<file path="config.mk">
export PLATFORM = sky130hd
export DESIGN_NAME = i2cs_slave_engine
export DESIGN_NICKNAME = d
export VERILOG_FILES = /design/src/rtl/i2cs_pkg.sv /design/src/rtl/i2cs_bus_cond.sv /design/src/rtl/i2cs_addr_match.sv /design/src/rtl/i2cs_seq.sv /design/src/rtl/i2cs_slave_engine.sv
export SDC_FILE = /design/constraint.sdc
export NUM_CORES = 1
export LEC_CHECK = 0
export ABC_AREA = 0
export CAP_MARGIN = 20
export CORE_ASPECT_RATIO = 1.5
export CORE_MARGIN = 4
export CORE_UTILIZATION = 30
export CTS_BUF_LIST = sky130_fd_sc_hd__clkbuf_8
export DETAILED_ROUTE_END_ITERATION = 12
export PLACE_DENSITY = 0.58
export SETUP_SLACK_MARGIN = 0.5
export SYNTH_ARGS = -nofsm -noshare
export SYNTH_HDL_FRONTEND = slang
export SYNTH_SLANG_ARGS = --single-unit
</file>
<file path="constraint.sdc">
create_clock -name clk_i -period 3.6 [get_ports clk_i]
set_input_delay 0.72 -clock clk_i [delete_from_list [all_inputs] [get_ports clk_i]]
set_output_delay 0.72 -clock clk_i [all_outputs]
set_load 0.005 [all_outputs]
</file>
<file path="src/rtl/i2cs_pkg.sv">
package i2cs_pkg;
  typedef enum logic [1:0] {ST_IDLE, ST_ADDR, ST_RX, ST_TX} i2cs_state_e;

  localparam logic [7:0] STAT_NONE      = 8'hF8;
  localparam logic [7:0] STAT_SLAW      = 8'h60;
  localparam logic [7:0] STAT_AL_SLAW   = 8'h68;
  localparam logic [7:0] STAT_GC        = 8'h70;
  localparam logic [7:0] STAT_AL_GC     = 8'h78;
  localparam logic [7:0] STAT_RX_ACK    = 8'h80;
  localparam logic [7:0] STAT_RX_NACK   = 8'h88;
  localparam logic [7:0] STAT_GRX_ACK   = 8'h90;
  localparam logic [7:0] STAT_GRX_NACK  = 8'h98;
  localparam logic [7:0] STAT_STOP      = 8'hA0;
  localparam logic [7:0] STAT_SLAR      = 8'hA8;
  localparam logic [7:0] STAT_AL_SLAR   = 8'hB0;
  localparam logic [7:0] STAT_TX_ACK    = 8'hB8;
  localparam logic [7:0] STAT_TX_NACK   = 8'hC0;
  localparam logic [7:0] STAT_TX_LAST   = 8'hC8;

  localparam logic [3:0] BITS_PER_BYTE = 4'd8;
  localparam logic [3:0] ACK_SLOT      = 4'd9;
endpackage

</file>
<file path="src/rtl/i2cs_bus_cond.sv">
module i2cs_bus_cond (
  input  logic clk_i,
  input  logic rst_ni,
  input  logic scl_i,
  input  logic sda_i,
  output logic sda_o,
  output logic scl_rise_o,
  output logic scl_fall_o,
  output logic start_o,
  output logic stop_o
);
  logic [1:0] scl_sync, sda_sync;
  logic       scl_prev, sda_prev;

  always_ff @(posedge clk_i or negedge rst_ni) begin
    if (!rst_ni) begin
      scl_sync <= 2'b11;
      sda_sync <= 2'b11;
      scl_prev <= 1'b1;
      sda_prev <= 1'b1;
    end else begin
      scl_sync <= {scl_sync[0], scl_i};
      sda_sync <= {sda_sync[0], sda_i};
      scl_prev <= scl_sync[1];
      sda_prev <= sda_sync[1];
    end
  end

  assign sda_o      = sda_sync[1];
  assign scl_rise_o = scl_sync[1] & ~scl_prev;
  assign scl_fall_o = ~scl_sync[1] & scl_prev;
  // SDA moving while SCL stays high
  assign start_o    = scl_sync[1] & scl_prev & sda_prev & ~sda_sync[1];
  assign stop_o     = scl_sync[1] & scl_prev & ~sda_prev & sda_sync[1];
endmodule

</file>
<file path="src/rtl/i2cs_addr_match.sv">
module i2cs_addr_match #(
  parameter int NUM_ADDR = 4,
  parameter int IDX_W    = 2
) (
  input  logic [7:0]            addr_byte_i,
  input  logic [NUM_ADDR*8-1:0] own_addr_i,
  input  logic [NUM_ADDR*8-1:0] addr_mask_i,
  output logic                  own_hit_o,
  output logic                  gc_hit_o,
  output logic [IDX_W-1:0]      idx_o
);
  localparam logic [7:0] CMP_BITS = 8'hFE;

  logic [NUM_ADDR-1:0] hit_vec, gc_vec, sel_vec;
  logic                is_gc;

  for (genvar g = 0; g < NUM_ADDR; g++) begin : g_slot
    logic [7:0] own, msk;
    assign own        = own_addr_i[g*8 +: 8];
    assign msk        = addr_mask_i[g*8 +: 8];
    assign hit_vec[g] = ((addr_byte_i ^ own) & ~msk & CMP_BITS) == 8'h00;
    assign gc_vec[g]  = own[0];
  end

  assign is_gc     = (addr_byte_i == 8'h00);
  assign own_hit_o = ~is_gc & (|hit_vec);
  assign gc_hit_o  = is_gc & (|gc_vec);
  assign sel_vec   = is_gc ? gc_vec : hit_vec;

  always_comb begin
    idx_o = '0;
    for (int i = NUM_ADDR - 1; i >= 0; i--) begin
      if (sel_vec[i]) idx_o = IDX_W'(i);
    end
  end
endmodule

</file>
<file path="src/rtl/i2cs_seq.sv">
module i2cs_seq
  import i2cs_pkg::*;
#(
  parameter int IDX_W = 2
) (
  input  logic             clk_i,
  input  logic             rst_ni,
  input  logic             scl_rise_i,
  input  logic             scl_fall_i,
  input  logic             start_i,
  input  logic             stop_i,
  input  logic             sda_i,
  input  logic             aa_i,
  input  logic             arb_lost_i,
  input  logic             si_clr_i,
  input  logic [7:0]       tx_data_i,
  input  logic             own_hit_i,
  input  logic             gc_hit_i,
  input  logic [IDX_W-1:0] hit_idx_i,
  output logic [7:0]       addr_byte_o,
  output logic             sda_oe_o,
  output logic             si_o,
  output logic [7:0]       status_o,
  output logic [7:0]       rx_data_o,
  output logic [IDX_W-1:0] match_idx_o
);
  i2cs_state_e      state_q;
  logic [3:0]       cnt_q;
  logic [7:0]       sh_q, stat_q, rx_q;
  logic             gc_sel_q, ack_q, last_q, sda_oe_q, si_q;
  logic [IDX_W-1:0] idx_q;
  logic             addressed;

  assign addressed = (state_q == ST_RX) || (state_q == ST_TX);

  always_ff @(posedge clk_i or negedge rst_ni) begin
    if (!rst_ni) begin
      state_q  <= ST_IDLE;
      cnt_q    <= '0;
      sh_q     <= '0;
      stat_q   <= STAT_NONE;
      rx_q     <= '0;
      gc_sel_q <= 1'b0;
      ack_q    <= 1'b0;
      last_q   <= 1'b0;
      sda_oe_q <= 1'b0;
      si_q     <= 1'b0;
      idx_q    <= '0;
    end else begin
      if (si_clr_i) si_q <= 1'b0;
      if (start_i || stop_i) begin
        if (addressed) begin
          stat_q <= STAT_STOP;
          si_q   <= 1'b1;
        end
        state_q  <= start_i ? ST_ADDR : ST_IDLE;
        cnt_q    <= '0;
        sda_oe_q <= 1'b0;
      end else begin
        case (state_q)
          ST_ADDR, ST_RX: begin
            if (scl_rise_i) begin
              cnt_q <= cnt_q + 4'd1;
              if (cnt_q < BITS_PER_BYTE) sh_q <= {sh_q[6:0], sda_i};
            end
            if (scl_fall_i) begin
              if (cnt_q == BITS_PER_BYTE) begin
                if (state_q == ST_ADDR) begin
                  if ((own_hit_i || gc_hit_i) && aa_i) begin
                    sda_oe_q <= 1'b1;
                    gc_sel_q <= gc_hit_i;
                    idx_q    <= hit_idx_i;
                  end else begin
                    state_q <= ST_IDLE;
                  end
                end else begin
                  sda_oe_q <= aa_i;
                  ack_q    <= aa_i;
                end
              end else if (cnt_q == ACK_SLOT) begin
                sda_oe_q <= 1'b0;
                cnt_q    <= '0;
                si_q     <= 1'b1;
                if (state_q == ST_ADDR) begin
                  if (gc_sel_q) begin
                    stat_q  <= arb_lost_i ? STAT_AL_GC : STAT_GC;
                    state_q <= ST_RX;
                  end else if (sh_q[0]) begin
                    stat_q  <= arb_lost_i ? STAT_AL_SLAR : STAT_SLAR;
                    state_q <= ST_TX;
                  end else begin
                    stat_q  <= arb_lost_i ? STAT_AL_SLAW : STAT_SLAW;
                    state_q <= ST_RX;
                  end
                end else begin
                  rx_q <= sh_q;
                  if (gc_sel_q) stat_q <= ack_q ? STAT_GRX_ACK : STAT_GRX_NACK;
                  else          stat_q <= ack_q ? STAT_RX_ACK : STAT_RX_NACK;
                  if (!ack_q) state_q <= ST_IDLE;
                end
              end
            end
          end
          ST_TX: begin
            if (si_q && si_clr_i && cnt_q == 4'd0) begin
              sh_q     <= tx_data_i;
              last_q   <= ~aa_i;
              sda_oe_q <= ~tx_data_i[7];
            end
            if (scl_rise_i) begin
              cnt_q <= cnt_q + 4'd1;
              if (cnt_q == BITS_PER_BYTE) ack_q <= ~sda_i;
            end
            if (scl_fall_i) begin
              if (cnt_q >= 4'd1 && cnt_q < BITS_PER_BYTE) begin
                sh_q     <= {sh_q[6:0], 1'b0};
                sda_oe_q <= ~sh_q[6];
              end else if (cnt_q == BITS_PER_BYTE) begin
                sda_oe_q <= 1'b0;
              end else if (cnt_q == ACK_SLOT) begin
                cnt_q <= '0;
                si_q  <= 1'b1;
                if (!ack_q) begin
                  stat_q  <= STAT_TX_NACK;
                  state_q <= ST_IDLE;
                end else if (last_q) begin
                  stat_q  <= STAT_TX_LAST;
                  state_q <= ST_IDLE;
                end else begin
                  stat_q <= STAT_TX_ACK;
                end
              end
            end
          end
          default: ;
        endcase
      end
    end
  end

  assign addr_byte_o = sh_q;
  assign sda_oe_o    = sda_oe_q;
  assign si_o        = si_q;
  assign status_o    = stat_q;
  assign rx_data_o   = rx_q;
  assign match_idx_o = idx_q;
endmodule

</file>
<file path="src/rtl/i2cs_slave_engine.sv">
module i2cs_slave_engine #(
  parameter int NUM_ADDR = 4,
  localparam int IDX_W   = (NUM_ADDR > 1) ? $clog2(NUM_ADDR) : 1
) (
  input  logic                  clk_i,
  input  logic                  rst_ni,
  input  logic                  scl_i,
  input  logic                  sda_i,
  input  logic [NUM_ADDR*8-1:0] own_addr_i,
  input  logic [NUM_ADDR*8-1:0] addr_mask_i,
  input  logic                  aa_i,
  input  logic                  arb_lost_i,
  input  logic                  si_clr_i,
  input  logic [7:0]            tx_data_i,
  output logic                  sda_oe_o,
  output logic                  scl_hold_o,
  output logic                  si_o,
  output logic [7:0]            status_o,
  output logic [7:0]            rx_data_o,
  output logic [IDX_W-1:0]      match_idx_o
);
  logic             sda_s, scl_rise, scl_fall, start_ev, stop_ev;
  logic [7:0]       addr_byte;
  logic             own_hit, gc_hit;
  logic [IDX_W-1:0] hit_idx;

  i2cs_bus_cond u_cond (
    .clk_i      (clk_i),
    .rst_ni     (rst_ni),
    .scl_i      (scl_i),
    .sda_i      (sda_i),
    .sda_o      (sda_s),
    .scl_rise_o (scl_rise),
    .scl_fall_o (scl_fall),
    .start_o    (start_ev),
    .stop_o     (stop_ev)
  );

  i2cs_addr_match #(.NUM_ADDR(NUM_ADDR), .IDX_W(IDX_W)) u_match (
    .addr_byte_i (addr_byte),
    .own_addr_i  (own_addr_i),
    .addr_mask_i (addr_mask_i),
    .own_hit_o   (own_hit),
    .gc_hit_o    (gc_hit),
    .idx_o       (hit_idx)
  );

  i2cs_seq #(.IDX_W(IDX_W)) u_seq (
    .clk_i       (clk_i),
    .rst_ni      (rst_ni),
    .scl_rise_i  (scl_rise),
    .scl_fall_i  (scl_fall),
    .start_i     (start_ev),
    .stop_i      (stop_ev),
    .sda_i       (sda_s),
    .aa_i        (aa_i),
    .arb_lost_i  (arb_lost_i),
    .si_clr_i    (si_clr_i),
    .tx_data_i   (tx_data_i),
    .own_hit_i   (own_hit),
    .gc_hit_i    (gc_hit),
    .hit_idx_i   (hit_idx),
    .addr_byte_o (addr_byte),
    .sda_oe_o    (sda_oe_o),
    .si_o        (si_o),
    .status_o    (status_o),
    .rx_data_o   (rx_data_o),
    .match_idx_o (match_idx_o)
  );

  assign scl_hold_o = si_o;
endmodule

</file>
==> run_results.csv, run 1 <==
group,metric,value,unit
worst_setup_path,crit_path_max_fanout,6,
cells_and_area,utilization,0.4172,
cells_and_area,layout-drive-gt1-share,0.1079,
synth,number_of_warning_messages_in_the_yosys_log,0,
timing,clock-skew-final,0.01783,ns
clock_tree,worst_skew_pair.late_latency,0.31,ns
grt,grt_max_degree,41,
worst_setup_path,crit-reg2reg-capture,"u_seq.state_q[0]",
job,number_of_maximum_capacitance_violations,0,
timing,slew-limit-headroom,0.3850,
clock_tree,tritoncts.num_buffers,5,
clock_tree,tritoncts_clock_tree,"built",
synth,yosys.area.top_type,"dfrtp_1",
power,power-per-cell-area,534.4,nW/um^2
synth,post_synth_main_area_contributors,"dfrtp_1, dfstp_2, xnor2_1",
worst_setup_path,crit_type,"input port to flip-flop",
timing,rsz_0062_raised_after_global_routing,"false",
route,vias_per_cell,5.045,
floorplanning,num_rows,43,
power,worst_ir_drop_vdd,0.0002147,V
timing,period_share,0.7163,
floorplanning,io-pin-count,100,
clock_tree,cts_root_buf,"clkbuf_8",
timing,timing.final.crit_period,2.579,ns
hold_path,min_delay_worst_type,"flip-flop to flip-flop",
floorplanning,initial_core_util,0.3056,
clock_tree,postCtsResizedCells,0,
clock_tree,ctsLongestPathBuffers,2,
synth,synthCells,296,
synth,synth.yosys.seq_area_share,0.3609,
floorplanning,die_w,87.04,um
grt,grt.met2_usage,0.2658,
synth,ys_types,63,
placed_design,detailed_place_hpwl,6363,um
cells_and_area,synthesis_to_finish_area_growth,36.54,%
route,drt_pre_antenna_iters,4,
clock_tree,cts_num_sinks,40,
synth,synth.cells.most_frequent,"dfrtp_1, xnor2_1, nor2_1, o22ai_1, nand2_1",
cells_and_area,num-nets-final,467,
timing,maxSlewViolCount,0,
worst_setup_path,cp-end-kind,"flip-flop",
clock_tree,worst_setup_hold_path_clk_slew,0.08,ns
synth,synth_flop_cell,"dfrtp_1",
route,routed-via-count,2482,
synth,synth_top_area_share,0.2581,
route,postRouteWirelength,8117,um
route,antenna_violating_nets_post_route,0,
grt,antenna_found_initial,0,
synth,cell_area_after_synthesis,2811,sq um
worst_setup_path,register_to_register_setup_slack,1.17,ns
power,cellLeakagePower,1.507,nW
worst_setup_path,required_time_at_the_worst_slack_endpoint,3.80,ns
hold_path,min_delay_startpoint,"u_cond.scl_sync[0]",
worst_setup_path,crit-reg2reg-launch,"u_seq.state_q[0]",
hold_path,min_to,"u_cond.scl_sync[1]",
route,average_detailed_routed_wire_length_per_instance,16.50,um
placed_design,finalWeightedCongestion,0.7880,
grt,globalRoute.busiestLayer,"met2",
route,detail_route.iter0.violations,115,
floorplanning,die-height,126.6,um
floorplanning,design.core.area,9200,sq um
hold_path,hold-path-cell-count,0,
synth,synth_enable_flop_cells,0,
grt,grt_pass1_vias,2489,
outcome,outcome,"completed",
synth,mapped_avg_cell_area,9.498,sq um
timing,finalSetupViolCount,0,
worst_setup_path,r2r_cells,7,
clock_tree,h_tree_depth_reported_by_cts,2,
synth,synth-seq-cells,40,
grt,grt_util_met3,0.03054,
timing,max_slew.worst_pin.slew,0.9225,ns
placed_design,buffer_ports.inserted,92,
synth,ys_async_sr_fraction,1.000,
worst_setup_path,crit_arrival,2.77,ns
grt,global_route.usage.met1,0.1750,
floorplanning,design.die.area,11020,sq um
timing,finalHoldViolCount,0,
timing,timing.setup.tns,0,ns
clock_tree,cts_hold_repair.buffers,0,
timing,highest_clock_rate,387.8,MHz
clock_tree,post-cts-setup-buffer-count,0,
route,residual_drc_count,0,
cells_and_area,diodes,0,
worst_setup_path,worstSetupStartpointType,"input port",
grt,grt_overflow,0,
grt,gr_util_all_layers,0.1507,
grt,global_route_wire_length_before_repair,13020,um
[power breakdown]
group          switching (mW)  internal, mW
sequential              0.182         0.563
clock                   0.153         0.129
combinational           0.502         0.522
total                   0.838          1.21
[cell type report]
type | count | area (sq um)
multi-input combinational | 225 | 1628
clock inverter | 3 | 11.26
tap | 112 | 140.1
timing repair buffer | 93 | 923.4
sequential | 40 | 1015
clock buffer | 5 | 68.82
inverter | 14 | 52.55
fill | 907 | 5361
[registers in the layout, summed over array words and instances, names as in the netlist, 2 cells and up]
| name | count |
|---|---|
| u_cond.scl_sync | 2 |
| u_seq.addr_byte_o | 8 |
| u_cond.sda_sync | 2 |
| u_seq.match_idx_o | 2 |
| u_seq.state_q | 2 |
| u_seq.rx_data_o | 8 |
| u_seq.status_o | 5 |
| u_seq.cnt_q | 4 |
[worst max-delay path, cell delays in order]
cell,delay [ns]
clkdlybuf4s50_1,0.48
xnor2_1,0.12
o22ai_1,0.10
nor4_2,0.60
o41ai_4,0.20
a21oi_2,0.21
mux2_1,0.33
[kinds of logic after synthesis]
group / Yosys count / share of synthesized area
XOR/XNOR: 32 / 0.09969
other: 1 / 0.001334
multiplexers: 16 / 0.07121
AO/OA/AOI/OAI: 74 / 0.1798
adder cells (fa/ha/maj): 9 / 0.04005
flip-flops: 40 / 0.3609
buffers and inverters: 33 / 0.06275
AND/OR/NAND/NOR: 91 / 0.1843
[layer usage]
| layer | up-vias | wire (um) |
|---|---|---|
| li1 | 1224 | - |
| met5 | - | 0 |
| met3 | 11 | 507 |
| met1 | 1170 | 3255 |
| met4 | 0 | 184 |
| met2 | 77 | 4169 |
[worst max-delay path by stage]
stage          slack [ns]  cells after the start              endpoint           start
6_report             1.02                      7  u_seq.match_idx_o[0]  own_addr_i[13]
5_1_grt              0.89                      7  u_seq.match_idx_o[0]  own_addr_i[11]
4_1_cts              0.95                      7  u_seq.match_idx_o[0]  own_addr_i[13]
3_5_place_dp         0.62                      7  u_seq.match_idx_o[0]  own_addr_i[11]
3_3_place_gp         0.65                      7  u_seq.match_idx_o[0]  own_addr_i[11]
2_1_floorplan        1.40                      6  u_seq.match_idx_o[0]  own_addr_i[11]
[cell usage in the layout (no fill, tap or decap), drive strengths merged, types with 2 or more instances in the layout]
master,synthesis,final
nor3,6,6
or3b,2,2
clkdlybuf4s50,0,91
conb,1,3
nand2b,6,6
inv,13,16
o21a,2,2
mux2i,5,5
a31oi,4,4
xnor2,29,29
dfrtp,29,29
o21ai,13,13
a21oi,14,14
nor2,27,27
ha,9,9
or4,3,3
and2,2,2
nand2,14,14
and4,2,2
nand3,8,8
mux2,11,11
nor3b,2,2
nor2b,3,3
a211oi,5,5
buf,15,2
nand4,3,3
or2,2,2
dfstp,11,11
o22ai,21,21
nand3b,2,2
xor2,3,3
clkbuf,4,5
nor4,6,6
o211ai,2,2
[per-stage QoR]
| step | instance area [sq um] | setup slack, ns | total power, mW | cells | hold slack (ns) |
|---|---|---|---|---|---|
| 2_1_floorplan | 2819 | 1.398 | 1.462 | 298 | 0.3452 |
| 6_report | 3839 | 1.021 | 2.051 | 492 | 0.3550 |
| 3_5_place_dp | 3759 | 0.6198 | 1.791 | 484 | 0.3468 |
| 3_3_place_gp | 3759 | 0.6493 | 1.777 | 484 | 0.3458 |
| 4_1_cts | 3839 | 0.9464 | 2.082 | 492 | 0.3568 |
| 5_1_grt | 3839 | 0.8856 | 2.236 | 492 | 0.3611 |
Power figures use the tool's default switching activity.
==> inputs of run 2 (changes only) <==
- clock period: 3.6 -> 2.4 ns (I/O delays scaled with it)
==> run 2 against run 1 <==
Against the previous run: worst setup slack worse by 0.78 ns; global-route usage is 1.8 points higher; combinational power is 130% higher; largest cell class unchanged; design area is 19% higher; highest routed layer unchanged; non-clock buffer count is 42 higher; power is 95% higher; sequential cell count stayed put; count of clock-buffer cells in the layout is 1 higher; utilization is 8.1 points higher; sequential power is 44% higher; cell count is 8.5% higher; clock skew is 0.0063 ns lower.
==> run_results.csv, run 2 (synthesis gave the netlist of run 1 again) <==
group,metric,value,unit
floorplanning,initial_core_util,0.3056,
cells_and_area,diodes,0,
clock_tree,tritoncts.num_buffers,5,
worst_setup_path,endpoint,"u_seq.rx_data_o[6]",
clock_tree,worst_skew_pair.late_latency,0.31,ns
power,power,4.002,mW
placed_design,finalWeightedCongestion,0.8212,
floorplanning,die-height,126.6,um
cells_and_area,num-nets-final,509,
timing,finalHoldViolCount,0,
route,residual_drc_count,0,
worst_setup_path,crit-reg2reg-launch,"u_cond.scl_prev",
cells_and_area,utilization,0.4980,
clock_tree,cts_num_sinks,40,
clock_tree,ctsLongestPathBuffers,2,
timing,highest_clock_rate,464.0,MHz
route,routed-via-count,2732,
floorplanning,num_rows,43,
floorplanning,die_w,87.04,um
worst_setup_path,crit_type,"flip-flop to flip-flop",
floorplanning,io-pin-count,100,
worst_setup_path,required_time_at_the_worst_slack_endpoint,2.59,ns
placed_design,detailed_place_hpwl,6999,um
grt,gr_util_all_layers,0.1690,
timing,timing.final.crit_period,2.155,ns
timing,clock-skew-final,0.01152,ns
worst_setup_path,cp_cell_sequence,"nor2b_4 > nand3b_4 > or3b_4 > or3b_4 > buf_6 > mux2_4",
timing,slew-limit-headroom,0.4195,
cells_and_area,synthesis_to_finish_area_growth,62.97,%
worst_setup_path,register_to_register_setup_slack,0.24,ns
cells_and_area,most-common-layout-cells,"clkdlybuf4s50_1, buf_4, nor2_1",
worst_setup_path,crit-reg2reg-capture,"u_seq.rx_data_o[6]",
outcome,outcome,"completed",
grt,antenna_found_initial,0,
job,number_of_maximum_capacitance_violations,0,
power,cellLeakagePower,1.890,nW
route,average_detailed_routed_wire_length_per_instance,17.46,um
worst_setup_path,critical-path-top-delay-family,"simple AND/OR/NAND/NOR gates",
route,antenna_violating_nets_post_route,0,
clock_tree,tritoncts_clock_tree,"built",
cells_and_area,layout-drive-gt1-share,0.3246,
worst_setup_path,timing.critical_path.slowest_stage_cell,"dfstp_2",
worst_setup_path,worst-path-buf-inv,1,
placed_design,numPlacedInstances,504,
worst_setup_path,r2r_cells,6,
floorplanning,design.core.area,9200,sq um
clock_tree,worst_setup_hold_path_clk_slew,0.09,ns
timing,post-route-worst-setup-slack,0.2447,ns
timing,max_slew.worst_pin.slew,0.8708,ns
clock_tree,cts_hold_repair.buffers,0,
route,vias_per_cell,5.116,
worst_setup_path,crit_arrival,2.35,ns
route,detail_route.iter0.violations,157,
timing,rsz_0062_raised_after_global_routing,"true",
worst_setup_path,cp-end-kind,"flip-flop",
grt,grt_overflow,0,
route,postRouteWirelength,9324,um
worst_setup_path,critical_path_depth,6,
clock_tree,h_tree_depth_reported_by_cts,2,
worst_setup_path,cp-startpoint,"u_cond.scl_prev",
worst_setup_path,critPathMaxStageDelay,0.54,ns
timing,period_share,0.8981,
worst_setup_path,worstSetupStartpointType,"flip-flop",
cells_and_area,post_layout_instance_count_excluding_filler_cells,534,
route,drt_pre_antenna_iters,4,
floorplanning,design.die.area,11020,sq um
clock_tree,cts_root_buf,"clkbuf_8",
power,worst_ir_drop_vdd,0.0003682,V
cells_and_area,leading_cell_type_in_the_layout_fill_and_taps_excluded,"clkdlybuf4s50_1",
timing,finalSetupViolCount,0,
placed_design,dp_slack,-0.1098,ns
hold_path,min_delay_worst_type,"input port to async pin",
placed_design,buffer_ports.inserted,92,
worst_setup_path,critical-path-top-cell-by-count,"or3b_4",
cells_and_area,fillers,829,
grt,global_route_wire_length_before_repair,14470,um
worst_setup_path,crit_path_max_fanout,5,
grt,grt_pass1_vias,2845,
grt,grt_max_degree,37,
power,power-per-cell-area,873.4,nW/um^2
timing,maxSlewViolCount,0,
-- run 2: cell count changes in the layout (fill, tap and decap cells not counted), moves of 7 or more --
cell             before  now
xnor2_1              29   20
buf_6                 0    8
clkdlybuf4s50_1      91   82
xnor2_2               0    7
dfrtp_2               0    8
o22ai_1              21   13
buf_4                 1   31
dfrtp_1              29   21
o22ai_2               0    7
dlygate4sd2_1         0    8
-- run 2: final cells by class --
cell class                 count  area (sq um)  share of cell area
inverter                      14         52.55             0.01147
sequential                    40          1025              0.2236
multi-input combinational    225          1919              0.4189
tap                          112         140.1             0.03058
clock inverter                 2         38.79            0.008465
timing repair buffer         135          1324              0.2889
clock buffer                   6         82.58             0.01802
-- run 2: worst register-to-register path: cells and delay by family (launching register included) --
kind | cells | cell delay, ns
buffers and inverters | 1 | 0.15
multiplexers | 1 | 0.30
AND/OR/NAND/NOR | 4 | 1.06
flip-flops | 1 | 0.54
-- run 2: power by group --
| group | switching [mW] | internal, mW |
|---|---|---|
| registers | 0.216 | 0.857 |
| clock network | 0.255 | 0.340 |
| logic | 1.06 | 1.27 |
| total | 1.54 | 2.47 |
-- run 2: routing by layer --
metal  GRT usage  share of wire  up-vias
li1            -              -     1306
met1      0.1698           0.35     1289
met2      0.3168           0.54      115
met3     0.03444          0.069       22
met4     0.08624          0.035        0
met5           0              0        -
-- run 2: worst min path at each step --
stage                     cells after the start                  to  slack, ns               start
after floorplan                               0         u_seq.ack_q       0.18              rst_ni
after global placement                        0  u_cond.scl_sync[1]       0.35  u_cond.scl_sync[0]
after detailed placement                      0  u_cond.scl_sync[1]       0.35  u_cond.scl_sync[0]
after CTS                                     1  u_seq.rx_data_o[1]       0.30              rst_ni
after global routing                          1  u_seq.rx_data_o[5]       0.33              rst_ni
final                                         1  u_seq.rx_data_o[1]       0.28              rst_ni
-- run 2: per-stage QoR --
stage	area (sq um)	TNS (ns)	hold WS [ns]
finish	4582	0	0.2812
global placement	3954	-0.2371	0.3466
floorplan	2860	0	0.1844
CTS	4344	0	0.3040
global route	4582	0	0.3340
detailed placement	3954	-0.3761	0.3472
-- run 2: what timing repair did --
action	4_1_cts	5_1_grt
pin swaps	13	8
gates cloned	1	0
setup buffers	12	9
endpoints found under the setup margin	31	32
gates resized for setup	51	27
